## config.mk

```make
export PLATFORM = sky130hd
export DESIGN_NAME = uart_lsr_core
export DESIGN_NICKNAME = d
export VERILOG_FILES = /design/src/rtl/uart_lsr_pkg.sv /design/src/rtl/uart_rx_store.sv /design/src/rtl/uart_err_flags.sv /design/src/rtl/uart_tx_empty.sv /design/src/rtl/uart_lsr_core.sv
export SDC_FILE = /design/constraint.sdc
export NUM_CORES = 1
export LEC_CHECK = 0
export BUFFER_PORTS_ARGS = -buffer_cell sky130_fd_sc_hd__clkbuf_2
export CAP_MARGIN = 0
export CORE_MARGIN = 1
export CORE_UTILIZATION = 53
export CTS_CLUSTER_DIAMETER = 30
export CTS_CLUSTER_SIZE = 12
export DETAILED_ROUTE_END_ITERATION = 10
export PLACE_DENSITY = 0.68
export SLEW_MARGIN = 20
export SYNTH_ARGS = -nofsm -noshare
export SYNTH_HDL_FRONTEND = slang
export SYNTH_SLANG_ARGS = --single-unit
```

## constraint.sdc

```tcl
create_clock -name clk -period 4.87 [get_ports clk]
set_input_delay 0.974 -clock clk [delete_from_list [all_inputs] [get_ports clk]]
set_output_delay 0.974 -clock clk [all_outputs]
set_load 0.01 [all_outputs]
```

## src/rtl/uart_lsr_pkg.sv

```systemverilog
package uart_lsr_pkg;

    localparam int DATA_W = 8;

    // status byte bit positions (decoded by the CPU register map)
    localparam int LSR_DR   = 0;
    localparam int LSR_OE   = 1;
    localparam int LSR_PE   = 2;
    localparam int LSR_FE   = 3;
    localparam int LSR_BI   = 4;
    localparam int LSR_THRE = 5;
    localparam int LSR_TEMT = 6;
    localparam int LSR_ERRQ = 7;

    typedef struct packed {
        logic [DATA_W-1:0] data;
        logic              perr;
        logic              ferr;
        logic              brk;
    } rx_entry_t;

    function automatic logic entry_tagged(rx_entry_t e);
        return e.perr | e.ferr | e.brk;
    endfunction

endpackage

```

## src/rtl/uart_rx_store.sv

```systemverilog
module uart_rx_store
    import uart_lsr_pkg::*;
#(
    parameter int DEPTH = 16
) (
    input  logic                          clk,
    input  logic                          rst,
    input  logic                          flush,
    input  logic                          one_deep,
    input  logic                          push,
    input  logic                          pop,
    input  rx_entry_t                     wr_entry,
    output rx_entry_t                     head,
    output logic [$clog2(DEPTH+1)-1:0]    count,
    output logic [$clog2(DEPTH+1)-1:0]    tag_cnt,
    output logic                          full,
    output logic                          pop_ok,
    output logic                          drop
);
    localparam int PTR_W = (DEPTH > 1) ? $clog2(DEPTH) : 1;
    localparam int CNT_W = $clog2(DEPTH+1);
    localparam logic [PTR_W-1:0] LAST = PTR_W'(DEPTH-1);

    rx_entry_t        mem [DEPTH];
    logic [PTR_W-1:0] wr_ptr, rd_ptr;
    logic             accept;
    logic             push_tag, pop_tag;

    assign full     = (count == (one_deep ? CNT_W'(1) : CNT_W'(DEPTH)));
    assign pop_ok   = pop && (count != '0) && !flush;
    assign accept   = push && !flush && (!full || pop_ok);
    assign drop     = push && !flush && full && !pop_ok;
    assign head     = mem[rd_ptr];
    assign push_tag = accept && entry_tagged(wr_entry);
    assign pop_tag  = pop_ok && entry_tagged(head);

    function automatic logic [PTR_W-1:0] bump(logic [PTR_W-1:0] p);
        return (p == LAST) ? '0 : p + 1'b1;
    endfunction

    always_ff @(posedge clk) begin
        if (accept) mem[wr_ptr] <= wr_entry;
    end

    always_ff @(posedge clk) begin
        if (rst || flush) begin
            wr_ptr  <= '0;
            rd_ptr  <= '0;
            count   <= '0;
            tag_cnt <= '0;
        end else begin
            if (accept) wr_ptr <= bump(wr_ptr);
            if (pop_ok) rd_ptr <= bump(rd_ptr);
            count   <= count + CNT_W'(accept) - CNT_W'(pop_ok);
            tag_cnt <= tag_cnt + CNT_W'(push_tag) - CNT_W'(pop_tag);
        end
    end

endmodule

```

## src/rtl/uart_err_flags.sv

```systemverilog
module uart_err_flags (
    input  logic clk,
    input  logic rst,
    input  logic flush,
    input  logic rd_lsr,
    input  logic drop,
    input  logic pop_ok,
    input  logic have_data,
    output logic overrun,
    output logic head_seen
);
    // overrun: a new drop beats a concurrent status read
    always_ff @(posedge clk) begin
        if (rst)         overrun <= 1'b0;
        else if (drop)   overrun <= 1'b1;
        else if (rd_lsr) overrun <= 1'b0;
    end

    // head_seen hides the tags of an already-reported head character
    always_ff @(posedge clk) begin
        if (rst || flush || pop_ok || !have_data) head_seen <= 1'b0;
        else if (rd_lsr)                          head_seen <= 1'b1;
    end

endmodule

```

## src/rtl/uart_tx_empty.sv

```systemverilog
module uart_tx_empty (
    input  logic clk,
    input  logic rst,
    input  logic fifo_en,
    input  logic thr_wr,
    input  logic thr_load,
    input  logic tx_fifo_empty,
    input  logic tsr_busy,
    output logic thre,
    output logic temt
);
    logic hold_empty;

    always_ff @(posedge clk) begin
        if (rst)           hold_empty <= 1'b1;
        else if (thr_wr)   hold_empty <= 1'b0;
        else if (thr_load) hold_empty <= 1'b1;
    end

    assign thre = fifo_en ? tx_fifo_empty : hold_empty;
    assign temt = thre && !tsr_busy;

endmodule

```

## src/rtl/uart_lsr_core.sv

```systemverilog
module uart_lsr_core
    import uart_lsr_pkg::*;
#(
    parameter int DEPTH = 16
) (
    input  logic              clk,
    input  logic              rst,
    input  logic              fifo_en,
    input  logic              rx_valid,
    input  logic [DATA_W-1:0] rx_data,
    input  logic              rx_perr,
    input  logic              rx_ferr,
    input  logic              rx_brk,
    input  logic              rd_data,
    input  logic              rd_lsr,
    input  logic              rls_ie,
    input  logic              thr_wr,
    input  logic              thr_load,
    input  logic              tx_fifo_empty,
    input  logic              tsr_busy,
    output logic [DATA_W-1:0] rx_char,
    output logic [7:0]        lsr,
    output logic              rls_irq
);
    localparam int CNT_W = $clog2(DEPTH+1);

    logic             mode_q, flush;
    rx_entry_t        wr_entry, head;
    logic [CNT_W-1:0] rx_count, tag_cnt, unseen_tags;
    logic             rx_full, pop_ok, rx_drop;
    logic             overrun, head_seen, have_data, show_head;
    logic             thre, temt;

    always_ff @(posedge clk) begin
        if (rst) mode_q <= fifo_en;
        else     mode_q <= fifo_en;
    end
    assign flush = !rst && (fifo_en != mode_q);

    assign wr_entry = '{data: rx_data, perr: rx_perr, ferr: rx_ferr, brk: rx_brk};

    uart_rx_store #(.DEPTH(DEPTH)) u_store (
        .clk      (clk),
        .rst      (rst),
        .flush    (flush),
        .one_deep (!fifo_en),
        .push     (rx_valid),
        .pop      (rd_data),
        .wr_entry (wr_entry),
        .head     (head),
        .count    (rx_count),
        .tag_cnt  (tag_cnt),
        .full     (rx_full),
        .pop_ok   (pop_ok),
        .drop     (rx_drop)
    );

    assign have_data = (rx_count != '0);

    uart_err_flags u_flags (
        .clk       (clk),
        .rst       (rst),
        .flush     (flush),
        .rd_lsr    (rd_lsr),
        .drop      (rx_drop),
        .pop_ok    (pop_ok),
        .have_data (have_data),
        .overrun   (overrun),
        .head_seen (head_seen)
    );

    uart_tx_empty u_tx (
        .clk           (clk),
        .rst           (rst),
        .fifo_en       (fifo_en),
        .thr_wr        (thr_wr),
        .thr_load      (thr_load),
        .tx_fifo_empty (tx_fifo_empty),
        .tsr_busy      (tsr_busy),
        .thre          (thre),
        .temt          (temt)
    );

    assign show_head   = have_data && !head_seen;
    assign unseen_tags = tag_cnt - CNT_W'(head_seen && entry_tagged(head));

    always_comb begin
        lsr           = '0;
        lsr[LSR_DR]   = have_data;
        lsr[LSR_OE]   = overrun;
        lsr[LSR_PE]   = show_head && head.perr;
        lsr[LSR_FE]   = show_head && head.ferr;
        lsr[LSR_BI]   = show_head && head.brk;
        lsr[LSR_THRE] = thre;
        lsr[LSR_TEMT] = temt;
        lsr[LSR_ERRQ] = fifo_en && (unseen_tags != '0);
    end

    assign rx_char = have_data ? head.data : '0;
    assign rls_irq = rls_ie && (lsr[LSR_BI:LSR_OE] != '0);

endmodule

```

# After elaboration in Yosys (flattened, before gate mapping)
# Memory sizes are Yosys's and may differ from the RTL's. A register that Yosys moved wholly into a read port is not among the register bits.
# Cells that the tools add are included.
# word_totals
register_bits	22
ramBits	176
input_bits	22
output_inout_bits	17
word_cells	70
mem_count	1
# mem_list
name	depth	word_bits	read_ports	rd_clocked_by_memory_dff	write_ports	line_no	rtl
u_store.mem	16	11	1	1	1	uart_rx_store.sv:24	rx_entry_t mem [DEPTH];
# classes
addsub	7
eq_ne	4
mux	13
bitwise_logic	4
n_reduce_logical	33
# op_table
cell	n
$logic_and A1 B1 Y1	17
$mux W4	4
$sub A5 B1 Y5	3
$add A5 B1 Y5	2
$reduce_bool A5 Y1	2
$add A4 B1 Y4 const B	2
$eq A4 B4 Y1 const B	2
$mux W8	1
$logic_not A1 Y1	7
$mux W1	7
$eq A5 B5 Y1	1
$mux W5	1
$logic_or A1 B1 Y1	4
$or A1 B1 Y1	4
$reduce_bool A2 Y1	2
$reduce_bool A4 Y1	1
$ne A1 B1 Y1	1

# Depth between registers and ports, before layout
# depth
word_depth	9
depth_mapped	15

# Modules after synthesis
# From an unflattened synthesis, not the netlist that was laid out.
# hier_totals
cells_unflattened	454
area_unflattened_um2	8400.6
# by_module_without_submodules
module	n_inst	cells_each	area_per_inst_um2	seq_area_each_um2
uart_rx_store	1	409	7986.4	5725.5
uart_lsr_core	1	33	276.5	20.0
uart_err_flags	1	7	77.6	40.0
uart_tx_empty	1	5	60.1	20.0

# Least setup slack after synthesis
# OpenSTA, ideal clock, no wires.
# synth_timing
kind	input to register
from	input port fifo_en
to	register u_store.count[4]
setup_time_ns	0.070
t_arrival_ns	3.262
setup_slack_ns	1.538
path_stages	10
cell_sequence	or3b_1 a211oi_4 nor2_1 buf_2 ha_1 fa_1 a21oi_1 nor2_1 or3_1 a21oi_1
# synth_via
elab_chain_cells	8
# synth_lines
item	line_no	rtl
from (decl)	uart_lsr_core.sv:8	input logic fifo_en,
branches (longest 5 deep; another with $mux W5)	-	
$logic_and A1 B1 Y1 *	uart_rx_store.sv:31	assign accept = push && !flush && (!full || pop_ok);
named net u_store.accept	uart_rx_store.sv:26	logic accept;
$add A5 B1 Y5 *	uart_rx_store.sv:54	count <= count + CNT_W'(accept) - CNT_W'(pop_ok);
$sub A5 B1 Y5 *	uart_rx_store.sv:54	
to (signal assigned)	uart_rx_store.sv:54	
to (decl)	uart_rx_store.sv:14	output logic [$clog2(DEPTH+1)-1:0] count,
# Mark *: on every way through the listed nets, which the timed path passes.
# A chain may end at the register's enable or synchronous reset.

==> summary.txt <==
Outcome
  • Status: finished, final reports clean

Yosys
  • Yosys warnings: 0
  • Mapped Area: 8400 sq um
  • Sequential area share after synthesis: 69.1%
  • Syn Area/Cell: 18.5 sq um
  • Seq cells post-synth: 202
  • Mapped Nets: 497
  • Post-synthesis instance total: 454
  • Count of different cell masters after synthesis: 51
  • Async S/R FF share, synth: 0%
  • Synth Flop Type: edfxtp_1
  • Post-synth EDFFs: 176

Clock tree
  • Num CTS Buffers: 38
  • H-tree lvl count: 2
  • Clock slew at reported path FFs: 0.05 ns
  • Post-CTS resize count: 0
  • CTS sink count: 202
  • TritonCTS clock tree: yes
  • Setup bufs post-CTS: 0
  • Worst-skew pair later-pin latency: 0.50 ns
  • Max clock buf depth: 3
  • # hold bufs at CTS: 0
  • Clk Tree Root Cell: clkbuf_16

Layout
  • Most common cell after layout, fill and taps aside: edfxtp_1
  • Layout cells sized above 1: 26.7%
  • Register area: 5810 sq um
  • Area growth, synth to finish: 18.6%
  • Area of the multi-input gates: 2360 sq um
  • Fillers: 1,095
  • Final nets: 562
  • Commonest non-fill, non-tap cells in the layout: edfxtp_1 (176), clkbuf_16 (40), clkbuf_2 (38), mux4_2 (36), inv_1 (27)
  • Antenna Cells: 0

Route
  • # DRC: 0
  • Drt wl/cell: approximately 23 microns
  • Post-route ant nets: 0
  • Via density: 5.84
  • Post-Route WL: between 15 and 20 mm
  • Via Count: 4,421
  • Number of DRC markers in iteration 0: 372
  • First drt pass iteration count: 4

Global route
  • First-pass GRT wire length: 26.8 mm
  • Largest net degree at the start of global routing: 32
  • Gr usage total: 22.9%
  • Initial antenna violation count: 0
  • GRT Residual Overflow: 0
  • Vias in the first global route: between 4,000 and 5,000

Floorplan
  • Die height: 128 microns
  • Area of the core: around 15,000 sq um
  • Cell Rows: 45
  • DIE WIDTH: 128 microns
  • I/O pin cnt: 39
  • Die area: approximately 16,000 sq um
  • Initial Util: 54.8%

Worst setup path
  • Worst setup SP type: flip-flop
  • Data required time of the worst path: 3.90 ns
  • CP bufs+invs: 1
  • Worst setup path class: flip-flop to primary output
  • Crit path arrival time: 3.27 ns
  • R2R Setup Slk: 1.19 ns
  • Worst path depth: 9
  • CP most frequent cell: a31oi_1
  • FF-to-FF Start: u_store.count[3]$_SDFF_PP0_
  • Worst-case reg-to-reg path depth: 14
  • Crit path max-delay family: flip-flops
  • Crit-path max cell delay: 0.70 ns
  • Crit-path cells: mux4_1 > a22oi_1 > and3_1 > a31oi_1 > ha_1 > nor4_1 > a31oi_1 > o21a_1 > clkbuf_2
  • Capture point of the worst path: lsr[7]
  • Max stage delay cell, worst path: dfxtp_2
  • Critical Path Sink Type: primary output
  • Critical R2R Capture: u_store.count[4]$_SDFF_PP0_
  • Max FO, Critical Path: 18

STA
  • Period utilization: 87.2%
  • Hold Fails Final Rpt: 0
  • Worst-Margin Slew: 0.883 ns
  • Setup TNS: 0 ns
  • Unrepaired setup endpoints after global routing: no
  • Fin. max-slew vios: 0
  • Setup Viol. Count Final: 0
  • Max Clock Freq: about 240 MHz
  • Minimum clock period: 4.25 ns
  • Final Worst Setup Slack: 0.622 ns
  • Max-Slew Margin vs Limit: 41.2%
  • Final Skew: 0.0112 ns

Pwr
  • Pwr/cell area: 506 nW/um^2
  • Post-route total power: 5040 uW
  • Leakage Power: 0.00341 uW
  • Peak VDD IR: between 0.0003 and 0.0004 V

Placement
  • I/O Buffers: 38
  • Pre-CTS setup slack: 1.06 ns
  • Final GP Congestion: 0.823
  • DP HPWL: ~10 mm

Min path
  • Worst Hold Class: flip-flop to flip-flop

Flow run
  • Max Cap Viol: 0
==> kinds of logic after synthesis <==
kind of cell / count (synthesis) / synth area share (%)
AND/OR/NAND/NOR: 75 / 4.86
XOR/XNOR: 10 / 1.13
adder cells (fa/ha/maj): 21 / 3.31
buffers and inverters: 47 / 2.90
flip-flops: 202 / 69.1
multiplexers: 54 / 14.9
AO/OA/AOI/OAI: 45 / 3.77
==> through the flow <==
| stage | cell area [sq um] | hold WS, ns | cells | utilization (%) |
|---|---|---|---|---|
| after floorplan | 8400 | 0.463 | 454 | - |
| after global placement | 8780 | 0.494 | 690 | 57.3 |
| after detailed placement | 8780 | 0.501 | 690 | 57.3 |
| after CTS | 9960 | 0.522 | 757 | 65.0 |
| after global routing | 9960 | 0.561 | 757 | 65.0 |
| final | 9960 | 0.522 | 757 | 65.0 |
==> cells in the mapped netlist, types with 3 or more instances <==
master	number	area (sq um)
edfxtp_1	176	5290
xor2_1	4	35.0
buf_8	3	45.0
dfxtp_1	26	521
a21oi_1	12	60.1
and2_1	9	56.3
nor2_1	18	67.6
and3_1	17	106
nor2b_1	4	25.0
clkbuf_1	5	18.8
nor4_1	3	18.8
buf_4	4	30.0
buf_1	3	11.3
mux4_2	36	811
nor3_1	3	15.0
a22oi_1	3	22.5
nand2_1	8	30.0
mux4_1	16	420
o2111ai_1	3	26.3
xnor2_1	5	43.8
o21ai_0	5	25.0
ha_1	19	238
nand3_1	5	25.0
inv_1	27	101
o21bai_1	3	22.5
a31oi_1	3	18.8
buf_2	3	15.0
==> worst min-delay path by stage <==
| stage | startpoint | end | slack, ns | cells past startpoint |
|---|---|---|---|---|
| after global placement | u_tx.hold_empty$_SDFFE_PP1P_ | u_tx.hold_empty$_SDFFE_PP1P_ | 0.49 | 2 |
| after detailed placement | u_tx.hold_empty$_SDFFE_PP1P_ | u_tx.hold_empty$_SDFFE_PP1P_ | 0.50 | 2 |
| after CTS | u_store.rd_ptr[3]$_SDFFE_PP0P_ | u_store.rd_ptr[3]$_SDFFE_PP0P_ | 0.52 | 2 |
| final | u_store.rd_ptr[3]$_SDFFE_PP0P_ | u_store.rd_ptr[3]$_SDFFE_PP0P_ | 0.52 | 2 |
| after floorplan | u_tx.hold_empty$_SDFFE_PP1P_ | u_tx.hold_empty$_SDFFE_PP1P_ | 0.46 | 2 |
| after global routing | u_store.rd_ptr[3]$_SDFFE_PP0P_ | u_store.rd_ptr[3]$_SDFFE_PP0P_ | 0.56 | 2 |
==> sequential cells by signal, summed over array words and instances (netlist names), named ones only <==
signal,cells
u_store.rd_ptr,4
u_flags.overrun,1
u_store.wr_ptr,4
u_store.tag_cnt,5
u_flags.head_seen,1
u_store.count,5
u_tx.hold_empty,1
mode_q,1
u_store.mem,176
==> worst min-delay path: cells and delay by family, from the launching register on <==
family / cells / cell delay [ns]
compound gates: 2 / 0.15
flops: 1 / 0.32
==> per-layer routing <==
layer	part of all wire, %	GRT usage (%)	up-vias
li1	-	-	1966
met1	43	30.3	2287
met2	50	37.4	141
met3	4.7	4.84	27
met4	2.1	9.41	0
met5	0	0	-
==> where the power goes <==
part / switching, uW / internal (uW) / total (uW) / leakage [uW]
Clock: 844 / 1520 / 2370 / 0.000555
Sequential: 40.5 / 1930 / 1970 / 0.00180
Combinational: 386 / 318 / 704 / 0.00105
==> cell type report <==
| class | count | share of cell area, % |
|---|---|---|
| Timing Repair Buffer | 45 | 2.44 |
| Clock inverter | 19 | 1.41 |
| Clock buffer | 48 | 10.5 |
| Inverter | 27 | 1.02 |
| Tap cell | 211 | 2.65 |
| Sequential cell | 202 | 58.3 |
| Multi-Input combinational cell | 205 | 23.7 |
Note: power is estimated with default switching activity, not from simulation.
